File: src/rtl/branch_target_table.sv
module branch_target_table #(
  parameter int ADDR_W = 32,
  parameter int DEPTH  = 16
) (
  input  logic              clk,
  input  logic              rst_n,
  input  logic [ADDR_W-1:0] fetch_addr,
  input  logic              wr_en,
  input  logic [ADDR_W-1:0] wr_key,
  input  logic [ADDR_W-1:0] wr_target,
  input  logic [1:0]        wr_pred,
  output logic              hit,
  output logic [ADDR_W-1:0] target,
  output logic              taken
);
  localparam int PTR_W = (DEPTH > 1) ? $clog2(DEPTH) : 1;
  localparam logic [PTR_W-1:0] LAST = PTR_W'(DEPTH - 1);

  logic [ADDR_W-1:0] key_q  [DEPTH];
  logic [ADDR_W-1:0] tgt_q  [DEPTH];
  logic [1:0]        pred_q [DEPTH];
  logic [DEPTH-1:0]  valid_q;
  logic [PTR_W-1:0]  ptr_q;

  logic [DEPTH-1:0]  lk_vec, wr_vec;
  logic              lk_any, wr_any;
  logic [PTR_W-1:0]  lk_idx, wr_idx;

  // Ascending scan, last match kept: the highest index wins.
  always_comb begin
    lk_any = 1'b0;
    wr_any = 1'b0;
    lk_idx = '0;
    wr_idx = '0;
    for (int i = 0; i < DEPTH; i++) begin
      lk_vec[i] = valid_q[i] && (key_q[i] == fetch_addr);
      wr_vec[i] = valid_q[i] && (key_q[i] == wr_key);
      if (lk_vec[i]) begin
        lk_any = 1'b1;
        lk_idx = PTR_W'(i);
      end
      if (wr_vec[i]) begin
        wr_any = 1'b1;
        wr_idx = PTR_W'(i);
      end
    end
  end

  wire [PTR_W-1:0] slot = wr_any ? wr_idx : ptr_q;

  always_ff @(posedge clk) begin
    if (!rst_n) begin
      valid_q <= '0;
      ptr_q   <= '0;
    end else if (wr_en) begin
      key_q[slot]   <= wr_key;
      tgt_q[slot]   <= wr_target;
      pred_q[slot]  <= wr_pred;
      valid_q[slot] <= 1'b1;
      if (!wr_any) ptr_q <= (ptr_q == LAST) ? '0 : ptr_q + 1'b1;
    end
  end

  always_ff @(posedge clk) begin
    if (!rst_n) begin
      hit    <= 1'b0;
      target <= '0;
      taken  <= 1'b0;
    end else begin
      hit    <= lk_any;
      target <= lk_any ? tgt_q[lk_idx] : '0;
      taken  <= lk_any & pred_q[lk_idx][1];
    end
  end

  assert_miss_zero_R3: assert property (@(posedge clk) disable iff (!rst_n)
    !hit |-> (target == '0 && !taken));

  assert_taken_needs_hit_R7: assert property (@(posedge clk) disable iff (!rst_n)
    taken |-> hit);

  assert_unique_keys_R5: assert property (@(posedge clk) disable iff (!rst_n)
    $onehot0(lk_vec) && $onehot0(wr_vec));

  assert_ptr_hold_on_update_R5: assert property (@(posedge clk) disable iff (!rst_n)
    (wr_en && wr_any) |=> $stable(ptr_q));

  assert_ptr_advance_R4: assert property (@(posedge clk) disable iff (!rst_n)
    (wr_en && !wr_any && ptr_q != LAST) |=> ptr_q == $past(ptr_q) + 1'b1);

  assert_ptr_wrap_R4: assert property (@(posedge clk) disable iff (!rst_n)
    (wr_en && !wr_any && ptr_q == LAST) |=> ptr_q == '0);

  assert_hit_tracks_lookup_R2: assert property (@(posedge clk) disable iff (!rst_n)
    (|lk_vec) |=> hit);
endmodule

File: config.mk
export PLATFORM = sky130hd
export DESIGN_NAME = branch_target_table
export DESIGN_NICKNAME = d
export VERILOG_FILES = /design/src/rtl/branch_target_table.sv
export SDC_FILE = /design/constraint.sdc
export NUM_CORES = 2
export LEC_CHECK = 0
export BUFFER_PORTS_ARGS = -buffer_cell sky130_fd_sc_hd__buf_2
export CAP_MARGIN = 20
export CORE_MARGIN = 2
export CORE_UTILIZATION = 50
export CTS_CLUSTER_DIAMETER = 100
export CTS_CLUSTER_SIZE = 8
export DETAILED_ROUTE_END_ITERATION = 12
export GPL_ROUTABILITY_DRIVEN = 1
export GPL_TIMING_DRIVEN = 0
export PLACE_DENSITY_LB_ADDON = 0.12
export SLEW_MARGIN = 20
export SYNTH_ARGS = -nofsm -noshare
export SYNTH_HDL_FRONTEND = slang
export SYNTH_SLANG_ARGS = --single-unit
File: constraint.sdc
create_clock -name clk -period 8.3 [get_ports clk]
set_input_delay 0.415 -clock clk [delete_from_list [all_inputs] [get_ports clk]]
set_output_delay 0.415 -clock clk [all_outputs]
set_load 0.005 [all_outputs]
Word level (Yosys, flattened, before mapping)
Memories as Yosys holds them, arrays and structs flattened. A register that Yosys moved wholly into a read port is not among the register bits.
Index checks and enable logic that the tools add are counted.
{ "classes": {"addsub": 1, "magnitude_cmp": 2, "eq_ne": 33, "n_mux": 69, "n_bitwise": 3, "reduce_logical": 36} }
{ "op_table": {"columns": ["op", "count"], "rows": [
  ["$eq A32 B32 Y1", 32],
  ["$mux W4", 30],
  ["$mux W1", 38],
  ["$logic_and A1 B1 Y1", 33],
  ["$or A16 B16 Y16", 1],
  ["$lt A4 B5 Y1 const B", 1],
  ["$add A4 B1 Y4 const B", 1],
  ["$demux W1 S4", 1],
  ["$eq A4 B4 Y1 const B", 1],
  ["$ge A4 B1 Y1 const B", 1],
  ["$reduce_and A2 Y1", 2],
  ["$and A1 B1 Y1", 1],
  ["$logic_not A1 Y1", 1],
  ["$not A1 Y1", 1]
]} }
{ "totals": {"reg_bits": 22, "ram_bits": 1056, "in_bits": 101, "output_inout_bits": 34, "wordCells": 151, "n_memories": 3} }
{ "memory_table": {"columns": ["name", "words", "width", "read_ports", "rd_ports_with_merged_regs", "wr", "line", "rtl"], "rows": [
  ["key_q", 16, 32, 16, 0, 1, "19", "logic [ADDR_W-1:0] key_q [DEPTH];"],
  ["tgt_q", 16, 32, 1, 1, 1, "20", "logic [ADDR_W-1:0] tgt_q [DEPTH];"],
  ["pred_q", 16, 2, 1, 0, 1, "21", "logic [1:0] pred_q [DEPTH];"]
]} }

Logic depth before layout (Yosys ltp)
An unclocked memory read counts as a cell.
{ "logic_depth": {"ltp_word": 25, "depth_mapped": 17, "mapped_depth_nobuf": 12} }

Worst setup path after synthesis
No wires, ideal clock.
{ "synth_path": {"path_type": "input-to-reg", "start": "input wr_key[28]", "end": "memory key_q[13][0] (enable)", "setup_time_ns": 0.580, "arrival_ns": 7.565, "required_time_ns": 7.720, "slack_ns": 0.155, "stages": 11, "path_buffers": 2, "path_cell_list": "clkbuf_1 > xor2_1 > or4_1 > or4_1 > or4_1 > nand4_1 > or2_1 > clkbuf_1 > and3b_1 > nand2_1 > o21ai_0"} }
{ "synth_between": {"elab_chain_len": 19, "elab_cells_between_ends": 64, "classes_between": "eq/ne (16); mux (32); reduce/logical (16)"} }
{ "synth_lines": {"columns": ["item", "line", "rtl"], "rows": [
  ["from (decl)", "9", "input logic [ADDR_W-1:0] wr_key,"],
  ["$eq A32 B32 Y1", "37", "wr_vec[i] = valid_q[i] && (key_q[i] == wr_key);"],
  ["$logic_and A1 B1 Y1", "37", null],
  ["$mux W1 (16 in a row)", "42", "if (wr_vec[i]) begin"],
  ["$mux W4 *", "49", "wire [PTR_W-1:0] slot = wr_any ? wr_idx : ptr_q;"],
  ["to (decl)", "19", null]
]} }
Mark *: on every way between the ends. The rest lies on a longest branch, timed or not.

Worst setup path in the final report
{ "layout_path": {"start": "input wr_key[7]", "end": "memory tgt_q[4][6] (enable)"} }
{ "layout_between": {"elab_chain_len": 19, "elab_cells_between_ends": 64, "classes_between": "eq/ne (16); mux (32); reduce/logical (16)"} }
{ "layout_lines": {"columns": ["item", "line"], "rows": [
  ["$eq A32 B32 Y1", "37"],
  ["$logic_and A1 B1 Y1", "37"],
  ["$mux W1 (16 in a row)", "42"],
  ["$mux W4 *", "49"],
  ["to (decl)", "20"]
]} }
Marked as above.

==> metrics.cfg <==
[synthesis]
synth-main-ff-cell=edfxtp_1
synthArstFlopShare_pct=0
synth_edf_count=1040
netlist_area_um2=52500
synth_warnings=0
seq_area_frac_synth_pct=61.5
syn_nets=3948
ys_seq_elements=1094
yosysUniqueCellTypes=82
synthCells=3846
synth_area_per_cell_um2=13.7

[layout]
final_cell_mix=edfxtp_1 (1,040), xor2_1 (656), xnor2_1 (367)
nFillCells=8239
multi_input_area_um2=19100
seq_area_um2=32300
syn_to_final_growth_pct=16.8
fin_nets=4287
final_common_cell=edfxtp_1
drive_gt1_share_pct=13.2
fin_util_pct=59.1

[power]
comb_power_share_pct=7.6
p_sw_share_pct=25.0
internal-power_uw=9840
p_seq_share_pct=46.5
p_per_area_nw_per_um2=214
clkPwrFrac_pct=45.9
peakVddDrop_mv=0.197
leakage_uw=0.0209
p_switching_uw=3280

[floorplan]
die_w_um=328
initial_core_util_pct=50.6
die_area_um2=108000
core_um2=104000
die_h_um=328
io_pins=135
rows=118

[clock_tree]
htreeDepth=4
cts_tree=done
clockBufferDepth=3
clkLatencyLatePin_ns=0.80
clockRootBuffer=clkbuf_16
cts_resized=0
cts_setup_buffers=0
clk_pin_slew_ns=0.05
cts_buffers=154
clock-sinks=1094
ctsHoldBuffers=23

[setup_path]
worstPathMaxFanout=21
critPathTopFamily=buffers and inverters
worst_setup_path_start_kind=input port
crit_buf_inv=6
worstPathCellList=buf_2, clkbuf_1, buf_2, xor2_1, nor4_1, nand4_1, nor4_1, inv_1, a31oi_1, o211a_1, o21ai_0, nor2_1, o21bai_1, nor2_4, buf_12, buf_12
critPathArrivalTime_ns=7.60
cp_data_required_time_ns=8.78
crit_type=in -> reg
cpPeakStageDelay_ns=0.98
worst_path_max_delay_cell=clkbuf_1
end_kind=flop

[sta]
fin_crit_ns=7.13
drv_slew=0
fin_worst_skew_ns=0.0530
min_period_over_period_pct=85.9
fmaxAchievable_mhz=140
worst_pin_slew_ns=1.25
finalSetupViolations=0
rsz0062_at_grt=no
final_hold_viol_count=0
relSlewSlack_pct=16.7
setup_slack_ns=1.17

[grt]
grt_pass1_wl_um=295000
track_usage_pct=40.6
overflow=0
antenna_found_initial=14
grt_pass1_vias=36400
grt_max_degree=25

[route]
top_layer=met5
first_pass_iters=6
drt_wl_total_um=220000
vias_per_cell=6.61
drc=0
dr_wl_met3_um=23100
wl_met1_um=81400
dr_wl_met2_um=98800
antenna_left=0
routedWlPerCell_um=38.7
vias=37600
drtIter0Drc=6266

[run_status]
status=finished, final reports clean

[placement]
dpl.hpwl_um=144000
pre_cts_ws_ns=0.797
portBuffers=100
gp_congestion=0.974

[min_path]
hold_path_class=in -> reg

[run]
cap_violations=0

-- logic make-up after synthesis --
logic type | count (synthesis) | synth area share (%)
muxes | 195 | 3.80
AOI/OAI and AO/OA | 315 | 4.45
buffers and inverters | 223 | 2.46
and+or+nand+nor | 995 | 10.7
DFF | 1094 | 61.5
xor gates and xnor gates | 1023 | 17.1
adders and majority gates | 1 | 0.0238
-- through the flow --
stage / total power (uW) / setup TNS, ns / hold slack, ns / instances / instance area (um2)
global route: 13400 / 0 / 0.0201 / 5677 / 61300
finish: 13100 / 0 / 0.0281 / 5689 / 61300
floorplan: 6640 / 0 / 0.458 / 3846 / 52500
global placement: 7140 / -5422.40 / 0.504 / 5326 / 54700
CTS: 13100 / 0 / 0.00113 / 5677 / 61300
detailed placement: 7150 / 0 / 0.507 / 5386 / 56500
-- power by group through the flow --
stage | combinational (uW) | sequential, uW | clock [uW]
global route | 990 | 6100 | 6280
CTS | 952 | 6100 | 6040
finish | 999 | 6100 | 6020
detailed placement | 939 | 6210 | 0
floorplan | 436 | 6210 | 0
global placement | 925 | 6210 | 0
-- Yosys cell counts (all sizes together), types with 34 or more instances --
cell,count,area [um2]
nand3,69,345
nor3,58,295
dfxtp,54,1080
o21ai,60,308
buf,139,971
a311o,34,340
nor2,42,160
xor2,656,5750
nand4,175,1090
a21oi,39,206
a22oi,34,260
nand2,231,870
xnor2,367,3210
edfxtp,1040,31200
nor4,279,1750
o22ai,64,488
clkbuf,64,248
mux2i,162,1620
-- per-layer routing --
layer  GRT usage, %  vias up
li1               -    15300
met1           51.6    18900
met2           63.0     2704
met3           8.41      711
met4           26.6        6
met5          0.532        -
-- registers in the layout, indices dropped and copies added, names as in the netlist --
signal   count
tgt_q      512
hit          1
target      32
valid_q     16
ptr_q        4
key_q      512
taken        1
pred_q      16
-- area by class of cell --
type                       count  share of cell area [%]
sequential                  1094                    52.7
multi-input combinational   2529                    31.1
antenna                       12                  0.0490
clock inverter                14                   0.559
inverter                      20                   0.122
buffer                       203                    2.01
timing repair buffer         183                    3.70
clock buffer                 254                    6.95
tap                         1380                    2.82
-- worst reg2reg max path: cells and delay by family (launching register included) --
family | cells | cell delay (ns)
xor+xnor | 1 | 0.18
flops | 1 | 0.41
buf+inv | 5 | 1.10
compound gates | 4 | 1.06
simple gates | 6 | 2.63
-- path summary, 6_finish.rpt --
| kind | slack [ns] | endpoint | start | depth (start not counted) |
|---|---|---|---|---|
| worst max register to register | 2.58 | key_q[6][28] | key_q[2][18] | 16 |
| worst min-delay path | 0.03 | tgt_q[6][20] | wr_target[20] | 1 |
| worst max-delay path | 1.17 | tgt_q[4][6] | wr_key[7] | 16 |
| worst min register to register | 0.53 | valid_q[12] | valid_q[12] | 1 |
(Power assumes the default switching activity.)
